`src/rtl/crc_pkg.sv`:
```
package crc_pkg;

    typedef enum logic [1:0] {
        OP_LOAD  = 2'd0,
        OP_STORE = 2'd1,
        OP_COMMIT = 2'd2,
        OP_RECON = 2'd3
    } crc_op_e;

    typedef enum logic [1:0] {
        ST_EVAL  = 2'd0,
        ST_FILL  = 2'd1,
        ST_WBACK = 2'd2
    } crc_state_e;

    typedef enum logic [2:0] {
        LC_NONE    = 3'd0,
        LC_INSTALL = 3'd1,
        LC_WRITE   = 3'd2,
        LC_CLEAN   = 3'd3,
        LC_PURGE   = 3'd4
    } crc_lcmd_e;

    typedef enum logic [2:0] {
        ACT_NONE   = 3'd0,
        ACT_RETIRE = 3'd1,
        ACT_FILL   = 3'd2,
        ACT_WBACK  = 3'd3,
        ACT_VWB    = 3'd4,
        ACT_PURGE  = 3'd5,
        ACT_VPURGE = 3'd6
    } crc_act_e;

endpackage

```
`src/rtl/crc_lookup.sv`:
```
module crc_lookup #(
    parameter int NLINES = 4,
    parameter int AW     = 6,
    parameter int IDXW   = 2
) (
    input  logic [NLINES-1:0]         line_valid,
    input  logic [NLINES-1:0][AW-1:0] line_tag,
    input  logic [AW-1:0]             addr,
    output logic [NLINES-1:0]         hit_vec,
    output logic                      hit,
    output logic [IDXW-1:0]           hit_idx,
    output logic                      free_found,
    output logic [IDXW-1:0]           free_idx
);

    // Tag compare per slot
    for (genvar g = 0; g < NLINES; g++) begin : g_cmp
        assign hit_vec[g] = line_valid[g] && (line_tag[g] == addr);
    end

    assign hit = |hit_vec;

    // Lowest-numbered match and lowest-numbered empty slot
    always_comb begin
        hit_idx    = '0;
        free_idx   = '0;
        free_found = 1'b0;
        for (int i = NLINES - 1; i >= 0; i--) begin
            if (hit_vec[i]) begin
                hit_idx = IDXW'(i);
            end
            if (!line_valid[i]) begin
                free_idx   = IDXW'(i);
                free_found = 1'b1;
            end
        end
    end

endmodule

```
`src/rtl/crc_line_store.sv`:
```
module crc_line_store
    import crc_pkg::*;
#(
    parameter int NLINES = 4,
    parameter int AW     = 6,
    parameter int DW     = 16,
    parameter int IDXW   = 2
) (
    input  logic                      clk,
    input  logic                      rst_n,
    input  crc_lcmd_e                 cmd_kind,
    input  logic [IDXW-1:0]           cmd_idx,
    input  logic [AW-1:0]             cmd_tag,
    input  logic [DW-1:0]             cmd_data,
    output logic [NLINES-1:0]         line_valid,
    output logic [NLINES-1:0]         line_dirty,
    output logic [NLINES-1:0][AW-1:0] line_tag,
    output logic [NLINES-1:0][DW-1:0] line_data
);

    typedef struct packed {
        logic [NLINES-1:0]         valid;
        logic [NLINES-1:0]         dirty;
        logic [NLINES-1:0][AW-1:0] tag;
        logic [NLINES-1:0][DW-1:0] data;
    } store_t;

    store_t st_d, st_q;

    always_comb begin
        st_d = st_q;
        case (cmd_kind)
            LC_INSTALL: begin
                st_d.valid[cmd_idx] = 1'b1;
                st_d.dirty[cmd_idx] = 1'b0;
                st_d.tag[cmd_idx]   = cmd_tag;
                st_d.data[cmd_idx]  = cmd_data;
            end
            LC_WRITE: begin
                st_d.dirty[cmd_idx] = 1'b1;
                st_d.data[cmd_idx]  = cmd_data;
            end
            LC_CLEAN: begin
                st_d.dirty[cmd_idx] = 1'b0;
            end
            LC_PURGE: begin
                st_d.valid[cmd_idx] = 1'b0;
                st_d.dirty[cmd_idx] = 1'b0;
            end
            default: begin
            end
        endcase
    end

    always_ff @(posedge clk) begin
        if (!rst_n) begin
            st_q <= '0;
        end else begin
            st_q <= st_d;
        end
    end

    assign line_valid = st_q.valid;
    assign line_dirty = st_q.dirty;
    assign line_tag   = st_q.tag;
    assign line_data  = st_q.data;

endmodule

```
`src/rtl/crc_victim_ptr.sv`:
```
module crc_victim_ptr #(
    parameter int NLINES = 4,
    parameter int IDXW   = 2
) (
    input  logic            clk,
    input  logic            rst_n,
    input  logic            advance,
    output logic [IDXW-1:0] ptr
);

    localparam logic [IDXW-1:0] LAST = IDXW'(NLINES - 1);

    logic [IDXW-1:0] ptr_d, ptr_q;

    always_comb begin
        ptr_d = ptr_q;
        if (advance) begin
            ptr_d = (ptr_q == LAST) ? '0 : ptr_q + 1'b1;
        end
    end

    always_ff @(posedge clk) begin
        if (!rst_n) begin
            ptr_q <= '0;
        end else begin
            ptr_q <= ptr_d;
        end
    end

    assign ptr = ptr_q;

endmodule

```
`src/rtl/crc_cache_ctrl.sv`:
```
module crc_cache_ctrl
    import crc_pkg::*;
#(
    parameter int AW     = 6,
    parameter int DW     = 16,
    parameter int NLINES = 4
) (
    input  logic          clk,
    input  logic          rst_n,
    input  logic          req_valid,
    output logic          req_ready,
    input  logic [1:0]    req_op,
    input  logic [AW-1:0] req_addr,
    input  logic [DW-1:0] req_wdata,
    output logic          rsp_valid,
    output logic [1:0]    rsp_op,
    output logic [DW-1:0] rsp_rdata,
    output logic          mem_req,
    output logic          mem_we,
    output logic [AW-1:0] mem_addr,
    output logic [DW-1:0] mem_wdata,
    input  logic          mem_ack,
    input  logic [DW-1:0] mem_rdata
);

    localparam int IDXW = (NLINES > 1) ? $clog2(NLINES) : 1;

    typedef struct packed {
        crc_state_e      state;
        logic [IDXW-1:0] slot;
        logic            we;
        logic [AW-1:0]   addr;
        logic [DW-1:0]   wdata;
        logic            rsp_v;
        logic [1:0]      rsp_op;
        logic [DW-1:0]   rsp_data;
    } ctrl_t;

    ctrl_t ctl_d, ctl_q;

    // Line store view
    logic [NLINES-1:0]         line_valid;
    logic [NLINES-1:0]         line_dirty;
    logic [NLINES-1:0][AW-1:0] line_tag;
    logic [NLINES-1:0][DW-1:0] line_data;

    // Lookup results
    logic [NLINES-1:0] hit_vec;
    logic              hit;
    logic [IDXW-1:0]   hit_idx;
    logic              free_found;
    logic [IDXW-1:0]   free_idx;
    logic              hit_dirty;
    logic [DW-1:0]     hit_data;

    // Victim selection
    logic [IDXW-1:0] vptr;
    logic            vic_adv;

    // Line store command
    crc_lcmd_e       cmd_kind;
    logic [IDXW-1:0] cmd_idx;
    logic [AW-1:0]   cmd_tag;
    logic [DW-1:0]   cmd_data;

    crc_op_e  op;
    crc_act_e act;

    assign op = crc_op_e'(req_op);

    crc_line_store #(
        .NLINES (NLINES),
        .AW     (AW),
        .DW     (DW),
        .IDXW   (IDXW)
    ) u_store (
        .clk        (clk),
        .rst_n      (rst_n),
        .cmd_kind   (cmd_kind),
        .cmd_idx    (cmd_idx),
        .cmd_tag    (cmd_tag),
        .cmd_data   (cmd_data),
        .line_valid (line_valid),
        .line_dirty (line_dirty),
        .line_tag   (line_tag),
        .line_data  (line_data)
    );

    crc_lookup #(
        .NLINES (NLINES),
        .AW     (AW),
        .IDXW   (IDXW)
    ) u_lookup (
        .line_valid (line_valid),
        .line_tag   (line_tag),
        .addr       (req_addr),
        .hit_vec    (hit_vec),
        .hit        (hit),
        .hit_idx    (hit_idx),
        .free_found (free_found),
        .free_idx   (free_idx)
    );

    crc_victim_ptr #(
        .NLINES (NLINES),
        .IDXW   (IDXW)
    ) u_victim (
        .clk     (clk),
        .rst_n   (rst_n),
        .advance (vic_adv),
        .ptr     (vptr)
    );

    assign hit_dirty = hit && line_dirty[hit_idx];
    assign hit_data  = line_data[hit_idx];

    always_comb begin
        ctl_d       = ctl_q;
        ctl_d.rsp_v = 1'b0;
        req_ready   = 1'b0;
        vic_adv     = 1'b0;
        cmd_kind    = LC_NONE;
        cmd_idx     = '0;
        cmd_tag     = req_addr;
        cmd_data    = req_wdata;
        act         = ACT_NONE;

        // Pick the single action of this cycle
        case (ctl_q.state)
            ST_EVAL: begin
                if (req_valid) begin
                    unique case (op)
                        OP_LOAD, OP_STORE: begin
                            if (hit) begin
                                act = ACT_RETIRE;
                            end else if (free_found) begin
                                act = ACT_FILL;
                            end else if (line_dirty[vptr]) begin
                                act = ACT_VWB;
                            end else begin
                                act = ACT_VPURGE;
                            end
                        end
                        OP_COMMIT: act = hit_dirty ? ACT_WBACK : ACT_RETIRE;
                        OP_RECON:  act = (hit && !hit_dirty) ? ACT_PURGE : ACT_RETIRE;
                    endcase
                end
            end
            ST_FILL: begin
                if (mem_ack) begin
                    cmd_kind    = LC_INSTALL;
                    cmd_idx     = ctl_q.slot;
                    cmd_tag     = ctl_q.addr;
                    cmd_data    = mem_rdata;
                    ctl_d.state = ST_EVAL;
                end
            end
            ST_WBACK: begin
                if (mem_ack) begin
                    cmd_kind    = LC_CLEAN;
                    cmd_idx     = ctl_q.slot;
                    ctl_d.state = ST_EVAL;
                end
            end
            default: begin
                ctl_d.state = ST_EVAL;
            end
        endcase

        // Carry it out
        case (act)
            ACT_RETIRE: begin
                req_ready      = 1'b1;
                ctl_d.rsp_v    = 1'b1;
                ctl_d.rsp_op   = req_op;
                ctl_d.rsp_data = (op == OP_LOAD) ? hit_data : '0;
                if (op == OP_STORE) begin
                    cmd_kind = LC_WRITE;
                    cmd_idx  = hit_idx;
                    cmd_data = req_wdata;
                end
            end
            ACT_FILL: begin
                ctl_d.state = ST_FILL;
                ctl_d.slot  = free_idx;
                ctl_d.we    = 1'b0;
                ctl_d.addr  = req_addr;
                ctl_d.wdata = '0;
            end
            ACT_WBACK: begin
                ctl_d.state = ST_WBACK;
                ctl_d.slot  = hit_idx;
                ctl_d.we    = 1'b1;
                ctl_d.addr  = req_addr;
                ctl_d.wdata = hit_data;
            end
            ACT_VWB: begin
                ctl_d.state = ST_WBACK;
                ctl_d.slot  = vptr;
                ctl_d.we    = 1'b1;
                ctl_d.addr  = line_tag[vptr];
                ctl_d.wdata = line_data[vptr];
            end
            ACT_PURGE: begin
                cmd_kind = LC_PURGE;
                cmd_idx  = hit_idx;
            end
            ACT_VPURGE: begin
                cmd_kind = LC_PURGE;
                cmd_idx  = vptr;
                vic_adv  = 1'b1;
            end
            default: begin
            end
        endcase
    end

    always_ff @(posedge clk) begin
        if (!rst_n) begin
            ctl_q       <= '0;
            ctl_q.state <= ST_EVAL;
        end else begin
            ctl_q <= ctl_d;
        end
    end

    assign rsp_valid = ctl_q.rsp_v;
    assign rsp_op    = ctl_q.rsp_op;
    assign rsp_rdata = ctl_q.rsp_data;
    assign mem_req   = (ctl_q.state != ST_EVAL);
    assign mem_we    = ctl_q.we;
    assign mem_addr  = ctl_q.addr;
    assign mem_wdata = ctl_q.wdata;

endmodule

```
`config.mk`:
```
export PLATFORM = sky130hd
export DESIGN_NAME = crc_cache_ctrl
export DESIGN_NICKNAME = d
export VERILOG_FILES = /design/src/rtl/crc_pkg.sv /design/src/rtl/crc_lookup.sv /design/src/rtl/crc_line_store.sv /design/src/rtl/crc_victim_ptr.sv /design/src/rtl/crc_cache_ctrl.sv
export SDC_FILE = /design/constraint.sdc
export NUM_CORES = 1
export LEC_CHECK = 0
export CORE_MARGIN = 10
export CORE_UTILIZATION = 61
export CTS_CLUSTER_SIZE = 10
export DETAILED_ROUTE_END_ITERATION = 8
export GPL_TIMING_DRIVEN = 0
export PLACE_DENSITY = 0.85
export SYNTH_ARGS = -nofsm -noshare
export SYNTH_HDL_FRONTEND = slang
export SYNTH_SLANG_ARGS = --single-unit
```
`constraint.sdc`:
```
create_clock -name clk -period 7.1 [get_ports clk]
set_input_delay 1.42 -clock clk [delete_from_list [all_inputs] [get_ports clk]]
set_output_delay 1.42 -clock clk [all_outputs]
set_load 0.01 [all_outputs]
```
==> flow_summary.json, run 1 <==
{
  "rows": 41,
  "seq_area_frac_synth_pct": 36.41,
  "grt_start_max_net_pins": 17,
  "drc": 0,
  "timing.rr.start": "u_store.line_tag[7]$_SDFFE_PN0P_",
  "cts_made_buffers": 17,
  "synth_area_mm2": 0.007918,
  "antennaDiodeCount": 0,
  "grt_overflow_total": 0,
  "initial_core_util_pct": 62.49,
  "die-area_mm2": 0.01794,
  "grt_pass1_vias": 6801,
  "critPathArrivalTime_ps": 4060,
  "worst_pin_slew_ps": 900.2,
  "port_buffers": 79,
  "slew_violations": 0,
  "tns_ps": 0,
  "drive_gt1_share_pct": 18.75,
  "vias": 6735,
  "synth_edf_count": 0,
  "area_growth_pct": 20.70,
  "max_freq_mhz": 182.6,
  "setup_viol": 0,
  "peakVddDrop_uv": 171.8,
  "hold_violations": 0,
  "critPathKind": "primary input to primary output",
  "via_per_inst": 6.123,
  "maxCapViolCount": 0,
  "ant_nets": 0,
  "syn_area_per_cell_um2": 9.703,
  "yosys_warnings": 0,
  "clkTransAtPathRegs_ps": 60,
  "yosysTopAreaCell": "dfxtp_1",
  "stdcell_count": 1100,
  "power.leakage_nw": 4.044,
  "min_period_ps": 5477,
  "hp-class": "register to register",
  "setup.worst_path.start": "req_addr[1]",
  "min_period_over_period_pct": 77.14,
  "coreArea_mm2": 0.01267,
  "track_usage_pct": 24.79,
  "gp_congestion": 0.9327,
  "wl_mm": 22.59,
  "power_density_mw_per_mm2": 197.2,
  "yosysTopAreaCellShare_pct": 36.41,
  "drtIter0Drc": 687,
  "holdBufCountCts": 0,
  "synth_nets": 864,
  "fin_nets": 963,
  "die_x_um": 133.9,
  "avgRoutedWirePerCell_um": 20.53,
  "place_ws_ps": 1639,
  "finalWorstSetupSlack_ps": 1623,
  "worstSetupStartpointType": "primary input",
  "ys_top_cells_by_area": "dfxtp_1 (36%), mux2i_1 (14%), nand2_1 (7.2%), mux4_2 (6.5%), mux2_2 (5.4%)",
  "clk_latency_ps": 440,
  "post-cts-setup-buffer-count": 0,
  "drt_pre_antenna_iters": 5,
  "die_y_um": 133.9,
  "ys_types": 62,
  "root_buffer": "clkbuf_16",
  "cts_sinks": 144,
  "grt_pass1_wl_mm": 35.45,
  "rsz0062_at_grt": "no",
  "p_total_mw": 1.885,
  "slew_headroom_pct": 39.99,
  "synth-main-ff-cell": "dfxtp_1",
  "antenna_found_initial": 0,
  "htreeDepth": 4,
  "clockBufferDepth": 2,
  "skew_ps": 9.055,
  "hold_ws_ps": 453.5,
  "cts_resized": 0,
  "placed_cells": 1068,
  "crit_path_end_kind": "primary output",
  "async_flop_share_pct": 0,
  "status": "finished clean",
  "holdCritStartpoint": "mem_wdata[2]$_SDFFE_PN0P_",
  "dp_hpwl_mm": 15.89,
  "io_pins": 88,
  "cp.required_ps": 5680,
  "synth-seq-cells": 144,
  "cts_tree": "yes",
  "synthCells": 816,
  "crit_path_max_fanout": 9
}
## critical path, cell delays in order
cell and delay [ps]:
buf_2 150, xnor2_1 210, nand4_1 160, or4_1 430, buf_2 190, and4_4 230
o31ai_4 290, nand3_1 230, inv_2 180, clkdlybuf4s50_1 560
## final timing paths
kind / cells after the start / slack (ps) / end
max: 10 / 1620 / req_ready
max reg2reg: 11 / 3250 / mem_addr[4]$_SDFFE_PN0P_
min reg2reg: 2 / 450 / mem_wdata[2]$_SDFFE_PN0P_
min: 2 / 450 / mem_wdata[2]$_SDFFE_PN0P_
## where the power goes
group	total [mW]	switching, mW	internal (mW)	leakage (nW)
registers	0.815	0.00298	0.812	1.16
clock network	0.947	0.359	0.588	0.301
logic	0.123	0.0699	0.0530	2.58
total	1.88	0.432	1.45	4.04
## through the flow
step / util, % / instance area (um^2)
2_1_floorplan: - / 7918
3_3_place_gp: 70.43 / 8924
3_5_place_dp: 70.53 / 8937
4_1_cts: 75.42 / 9557
5_1_grt: 75.42 / 9557
6_report: 75.42 / 9557
## synthesized netlist by cell type, drive strengths merged, types with 5 or more instances
cell / count
o31ai: 5
mux4: 23
xnor2: 17
a21oi: 43
xor2: 8
a22oi: 23
clkbuf: 33
o21ai: 6
nand4: 8
nand2: 151
a22o: 17
o21a: 6
nor2: 25
mux2: 38
nor3: 7
nand3: 12
inv: 20
buf: 62
dfxtp: 144
mux2i: 113
o211ai: 6
## cell usage in the layout (no fill, tap or decap), types with 5 or more instances in the layout
| cell type | n |
|---|---|
| a21oi_1 | 41 |
| a22o_1 | 17 |
| a22oi_1 | 22 |
| buf_2 | 9 |
| buf_4 | 42 |
| buf_6 | 8 |
| clkbuf_1 | 35 |
| clkbuf_16 | 17 |
| clkdlybuf4s50_1 | 79 |
| dfxtp_1 | 144 |
| inv_1 | 19 |
| mux2_2 | 38 |
| mux2i_1 | 113 |
| mux4_2 | 23 |
| nand2_1 | 151 |
| nand3_1 | 8 |
| nand4_1 | 8 |
| nor2_1 | 24 |
| o211ai_1 | 5 |
| o21a_1 | 6 |
| xnor2_1 | 17 |
| xor2_1 | 8 |
## final cells by class
| class | count | area, um^2 |
|---|---|---|
| fillers | 858 | 3114 |
| inverters | 21 | 78.83 |
| multi-input cells | 556 | 4380 |
| repair buffers | 80 | 798.3 |
| well taps | 172 | 215.2 |
| clock inverters | 13 | 186.4 |
| clock buffers | 19 | 432.9 |
| flip-flops and latches | 144 | 2883 |
| plain buffers | 95 | 581.8 |
## flip-flops by register name, indices dropped and copies added, names as in the netlist, named ones only
signal / count
u_store.line_data: 64
u_victim.ptr: 2
ctl_q: 4
mem_wdata: 16
mem_addr: 6
rsp_op: 2
rsp_valid: 1
u_store.line_tag: 24
mem_we: 1
rsp_rdata: 16
## cell families after synthesis
group	count (synthesis)	synth area share (%)
flops	144	36.41
mux	174	26.23
buf+inv	116	8.344
fa+ha+maj	4	0.6321
simple gates	223	13.07
xor+xnor	25	2.765
compound gates	130	12.55
## layer usage
layer  GRT usage [%]  wire, um
met1           29.17      8877
met2           42.54     11290
met3           5.414      1718
met4           10.70       707
met5               0         0
Note: power is estimated with default switching activity, not from simulation.
==> inputs of run 2 (changes only) <==
CORE_UTILIZATION = 52   (was 61)
PLACE_DENSITY = 0.78   (was 0.85)
clock period = 4.9 ns   (was 7.1 ns; I/O delays follow)
==> flow_summary.json, run 2 (synthesis results as in run 1) <==
{
  "critPathBufInv": 4,
  "via_per_inst": 5.907,
  "holdBufCountCts": 0,
  "power.leakage_nw": 4.045,
  "power_density_mw_per_mm2": 285.8,
  "min_period_over_period_pct": 92.97,
  "combPwrFrac_pct": 6.5,
  "clockBufferDepth": 2,
  "clkTransAtPathRegs_ps": 60,
  "drive_gt1_share_pct": 18.97,
  "cts_resized": 0,
  "p_clk_share_pct": 50.4,
  "cp_slowest_cell": "clkdlybuf4s50_1",
  "status": "finished clean",
  "fill_cells": 1238,
  "final_common_cell": "nand2_1",
  "cts_made_buffers": 17,
  "skew_ps": 7.101,
  "rows": 45,
  "crit_path_end_kind": "primary output",
  "drc": 0,
  "die_y_um": 143.4,
  "p_sw_share_pct": 23.73,
  "avgRoutedWirePerCell_um": 20.04,
  "htreeDepth": 4,
  "clk_latency_ps": 430,
  "hp-class": "register to register",
  "vias": 6598,
  "antenna_found_initial": 1,
  "dp_hpwl_mm": 16.12,
  "netSwitchingPower_mw": 0.6503,
  "root_buffer": "clkbuf_16",
  "wl_mm": 22.39,
  "crit_path_cell_trace": "buf_2 > xnor2_1 > nand4_1 > or4_1 > buf_2 > and4_4 > o31ai_4 > nand3_1 > inv_2 > clkdlybuf4s50_1",
  "cp.required_ps": 3920,
  "seqCellArea_mm2": 0.002883,
  "worst_pin_slew_ps": 961.9,
  "slew_headroom_pct": 35.63,
  "peakVddDrop_uv": 270.6,
  "port_buffers": 79,
  "min_period_ps": 4555,
  "p_seq_share_pct": 43.1,
  "grt_start_max_net_pins": 17,
  "critPathKind": "primary input to primary output",
  "multiInputGateArea_mm2": 0.004380,
  "track_usage_pct": 21.99,
  "setup_viol": 0,
  "fin_nets": 963,
  "worstSetupStartpointType": "primary input",
  "ant_nets": 0,
  "critPathArrivalTime_ps": 3580,
  "grt_pass1_wl_mm": 35.48,
  "rsz0062_at_grt": "no",
  "max_freq_mhz": 219.5,
  "intPower_mw": 2.090,
  "path_common_cell": "buf_2",
  "cts_tree": "yes",
  "final_cell_mix": "nand2_1 (151), dfxtp_1 (144), mux2i_1 (113), clkdlybuf4s50_1 (79), buf_4 (42)",
  "post-cts-setup-buffer-count": 0,
  "largest_reg_flops": 64,
  "slew_violations": 0,
  "placed_cells": 1084,
  "drtIter0Drc": 675,
  "critPathTopFamily": "buffers and inverters",
  "hold_violations": 0,
  "fin_util_pct": 63.77,
  "io_pins": 88,
  "die_x_um": 143.4,
  "gp_congestion": 0.9221,
  "grt_overflow_total": 0,
  "stdcell_count": 1117,
  "die-area_mm2": 0.02056,
  "cts_sinks": 144,
  "grt_pass1_vias": 6664,
  "coreArea_mm2": 0.01503,
  "maxCapViolCount": 0,
  "initial_core_util_pct": 52.67,
  "crit_path_max_fanout": 9,
  "drt_pre_antenna_iters": 7,
  "cp_slowest_stage_delay_ps": 560,
  "area_growth_pct": 21.08
}
[run 2: layer usage]
metal	wire [um]	track usage (%)	vias up	part of all wire [%]
met5	0	0	-	0
met4	629	9.565	0	2.8
li1	-	-	3075	-
met2	10830	35.65	274	48
met1	9408	27.56	3202	42
met3	1520	4.785	47	6.8
[run 2: cell type report]
cell class / instances / share of cell area (%)
diodes: 1 / 0.02610
repair buffers: 80 / 8.327
multi-input cells: 556 / 45.69
flip-flops and latches: 144 / 30.07
plain buffers: 95 / 6.069
well taps: 188 / 2.454
clock buffers: 19 / 4.725
clock inverters: 13 / 1.814
inverters: 21 / 0.8222
[run 2: metrics by stage]
stage / setup slack (ps) / power, mW / TNS [ps] / hold WS [ps] / area, um^2
after floorplan: 1184 / 1.307 / 0 / 432.3 / 7918
after global placement: -77.71 / 1.382 / -1117 / 441.6 / 8944
after detailed placement: 344.8 / 1.384 / 0 / 446.3 / 8957
after CTS: 333.3 / 2.742 / 0 / 454.7 / 9584
after global routing: 169.2 / 2.810 / 0 / 472.4 / 9587
final: 344.6 / 2.740 / 0 / 452.9 / 9587
[run 2: worst min-delay path: stages (launching register included)]
cell     delay [ps]
dfxtp_1         310
nand2_1          50
a21oi_1          50
[run 2: power groups by stage]
stage	Combinational [mW]	Sequential (mW)	Clock [mW]
final	0.179	1.18	1.38
after global placement	0.176	1.21	0
after detailed placement	0.177	1.21	0
after global routing	0.193	1.18	1.44
after floorplan	0.101	1.21	0
after CTS	0.178	1.18	1.38
[run 2: final timing paths]
path / startpoint / endpoint / slack [ps] / cells after the start
worst min-delay path: mem_we$_SDFFE_PN0P_ / mem_we$_SDFFE_PN0P_ / 450 / 2
worst min register to register: mem_we$_SDFFE_PN0P_ / mem_we$_SDFFE_PN0P_ / 450 / 2
worst max-delay path: req_addr[1] / req_ready / 340 / 10
worst max register to register: u_store.line_tag[20]$_SDFFE_PN0P_ / mem_wdata[11]$_SDFFE_PN0P_ / 1070 / 10
==> inputs of run 3 (changes only) <==
SLEW_MARGIN = 5   (was not set)
==> flow_summary.json, run 3 (synthesis results as in run 1) <==
{
  "status": "finished clean",
  "routed.top_layer": "met4",
  "slew_violations": 0,
  "place_area_mm2": 0.008957,
  "grt_overflow_total": 0,
  "antenna_found_initial": 0,
  "die_y_um": 143.4,
  "avgRoutedWirePerCell_um": 20.32,
  "wl_met3_mm": 1.438,
  "holdBufCountCts": 0,
  "drive_gt1_share_pct": 18.97,
  "die_x_um": 143.4,
  "ant_nets": 0,
  "via_per_inst": 5.892,
  "grt_pass1_wl_mm": 35.45,
  "root_buffer": "clkbuf_16",
  "htreeDepth": 4,
  "worstSetupStartpointType": "primary input",
  "rsz0062_at_grt": "no",
  "grt_start_max_net_pins": 17,
  "cp.required_ps": 3920,
  "cts_sinks": 144,
  "io_pins": 88,
  "clkTransAtPathRegs_ps": 60,
  "skew_ps": 11.31,
  "die-area_mm2": 0.02056,
  "vias": 6576,
  "track_usage_pct": 22.22,
  "wl_met2_mm": 11.18,
  "crit_path_end_kind": "primary output",
  "critPathKind": "primary input to primary output",
  "maxCapViolCount": 0,
  "min_period_ps": 4534,
  "fin_util_pct": 63.95,
  "seqCellArea_mm2": 0.002883,
  "setup_viol": 0,
  "critPathArrivalTime_ps": 3550,
  "slew_headroom_pct": 36.46,
  "port_buffers": 79,
  "gp_congestion": 0.9221,
  "final_common_cell": "nand2_1",
  "power_density_mw_per_mm2": 293.3,
  "dp_hpwl_mm": 16.13,
  "power.leakage_nw": 4.068,
  "max_freq_mhz": 220.5,
  "rows": 45,
  "drtIter0Drc": 562,
  "peakVddDrop_uv": 289.0,
  "final_cell_mix": "nand2_1 (151), dfxtp_1 (144), mux2i_1 (113), clkdlybuf4s50_1 (79), buf_4 (42)",
  "hp-class": "register to register",
  "cts_resized": 0,
  "clk_latency_ps": 440,
  "drt_pre_antenna_iters": 5,
  "fin_nets": 963,
  "antennaDiodeCount": 0,
  "min_period_over_period_pct": 92.54,
  "drc": 0,
  "cts_tree": "yes",
  "fill_cells": 1222,
  "cts_made_buffers": 17,
  "placed_cells": 1084,
  "largest_reg_flops": 64,
  "worst_pin_slew_ps": 949.5,
  "clockBufferDepth": 2,
  "coreArea_mm2": 0.01503,
  "area_growth_pct": 21.43,
  "initial_core_util_pct": 52.67,
  "hold_ws_ps": 452.8,
  "multiInputGateArea_mm2": 0.004380,
  "hold_violations": 0,
  "crit_path_max_fanout": 9,
  "stdcell_count": 1116,
  "fin_area_mm2": 0.009614,
  "wl_mm": 22.67,
  "post-cts-setup-buffer-count": 0,
  "p_total_mw": 2.820,
  "grt_pass1_vias": 6621,
  "drt-met1-wl_mm": 9.421
}
## run 3: changes by cell type in the layout (fill, tap and decap cells not counted), sizes merged
cell | before | now
clkinvlp | 2 | 0
bufinv | 3 | 5
clkbuf | 52 | 50
diode | 1 | 0
clkinv | 5 | 7
## run 3: metrics by stage
step | setup TNS, ps | worst slack, ps
after global routing | 0 | 215.7
after floorplan | 0 | 1184
after CTS | 0 | 356.5
final | 0 | 365.6
after detailed placement | 0 | 358.0
after global placement | -1117 | -77.71
## run 3: power by group
group | internal (mW) | total (mW) | switching (mW)
Clock | 0.912 | 1.46 | 0.548
Combinational | 0.0767 | 0.180 | 0.103
Sequential | 1.18 | 1.18 | 0.00425
## run 3: path summary, 6_finish.rpt
path | startpoint | to | slack (ps) | cells past startpoint
max reg2reg | u_store.line_tag[7]$_SDFFE_PN0P_ | mem_wdata[7]$_SDFFE_PN0P_ | 1090 | 11
max | req_addr[1] | req_ready | 370 | 10
min | mem_wdata[10]$_SDFFE_PN0P_ | mem_wdata[10]$_SDFFE_PN0P_ | 450 | 2
min reg2reg | mem_wdata[10]$_SDFFE_PN0P_ | mem_wdata[10]$_SDFFE_PN0P_ | 450 | 2
## run 3: layout make-up
type / instances / area share [%]
multi-input combinational: 556 / 45.56
sequential: 144 / 29.98
timing repair buffer: 80 / 8.303
buffer: 95 / 6.052
clock buffer: 17 / 4.425
tap: 188 / 2.447
clock inverter: 15 / 2.408
inverter: 21 / 0.8199
## run 3: worst max-delay path, cell delays in order
cell and delay (ps):
buf_2 150, xnor2_1 200, nand4_1 150, or4_1 420, buf_2 190, and4_4 230
o31ai_4 300, nand3_1 240, inv_2 140, clkdlybuf4s50_1 550
## run 3: layer usage
metal | global-route usage, % | vias to the layer above
met3 | 5.347 | 48
met2 | 36.70 | 237
met5 | 0 | -
li1 | - | 3074
met1 | 27.00 | 3217
met4 | 9.565 | 0
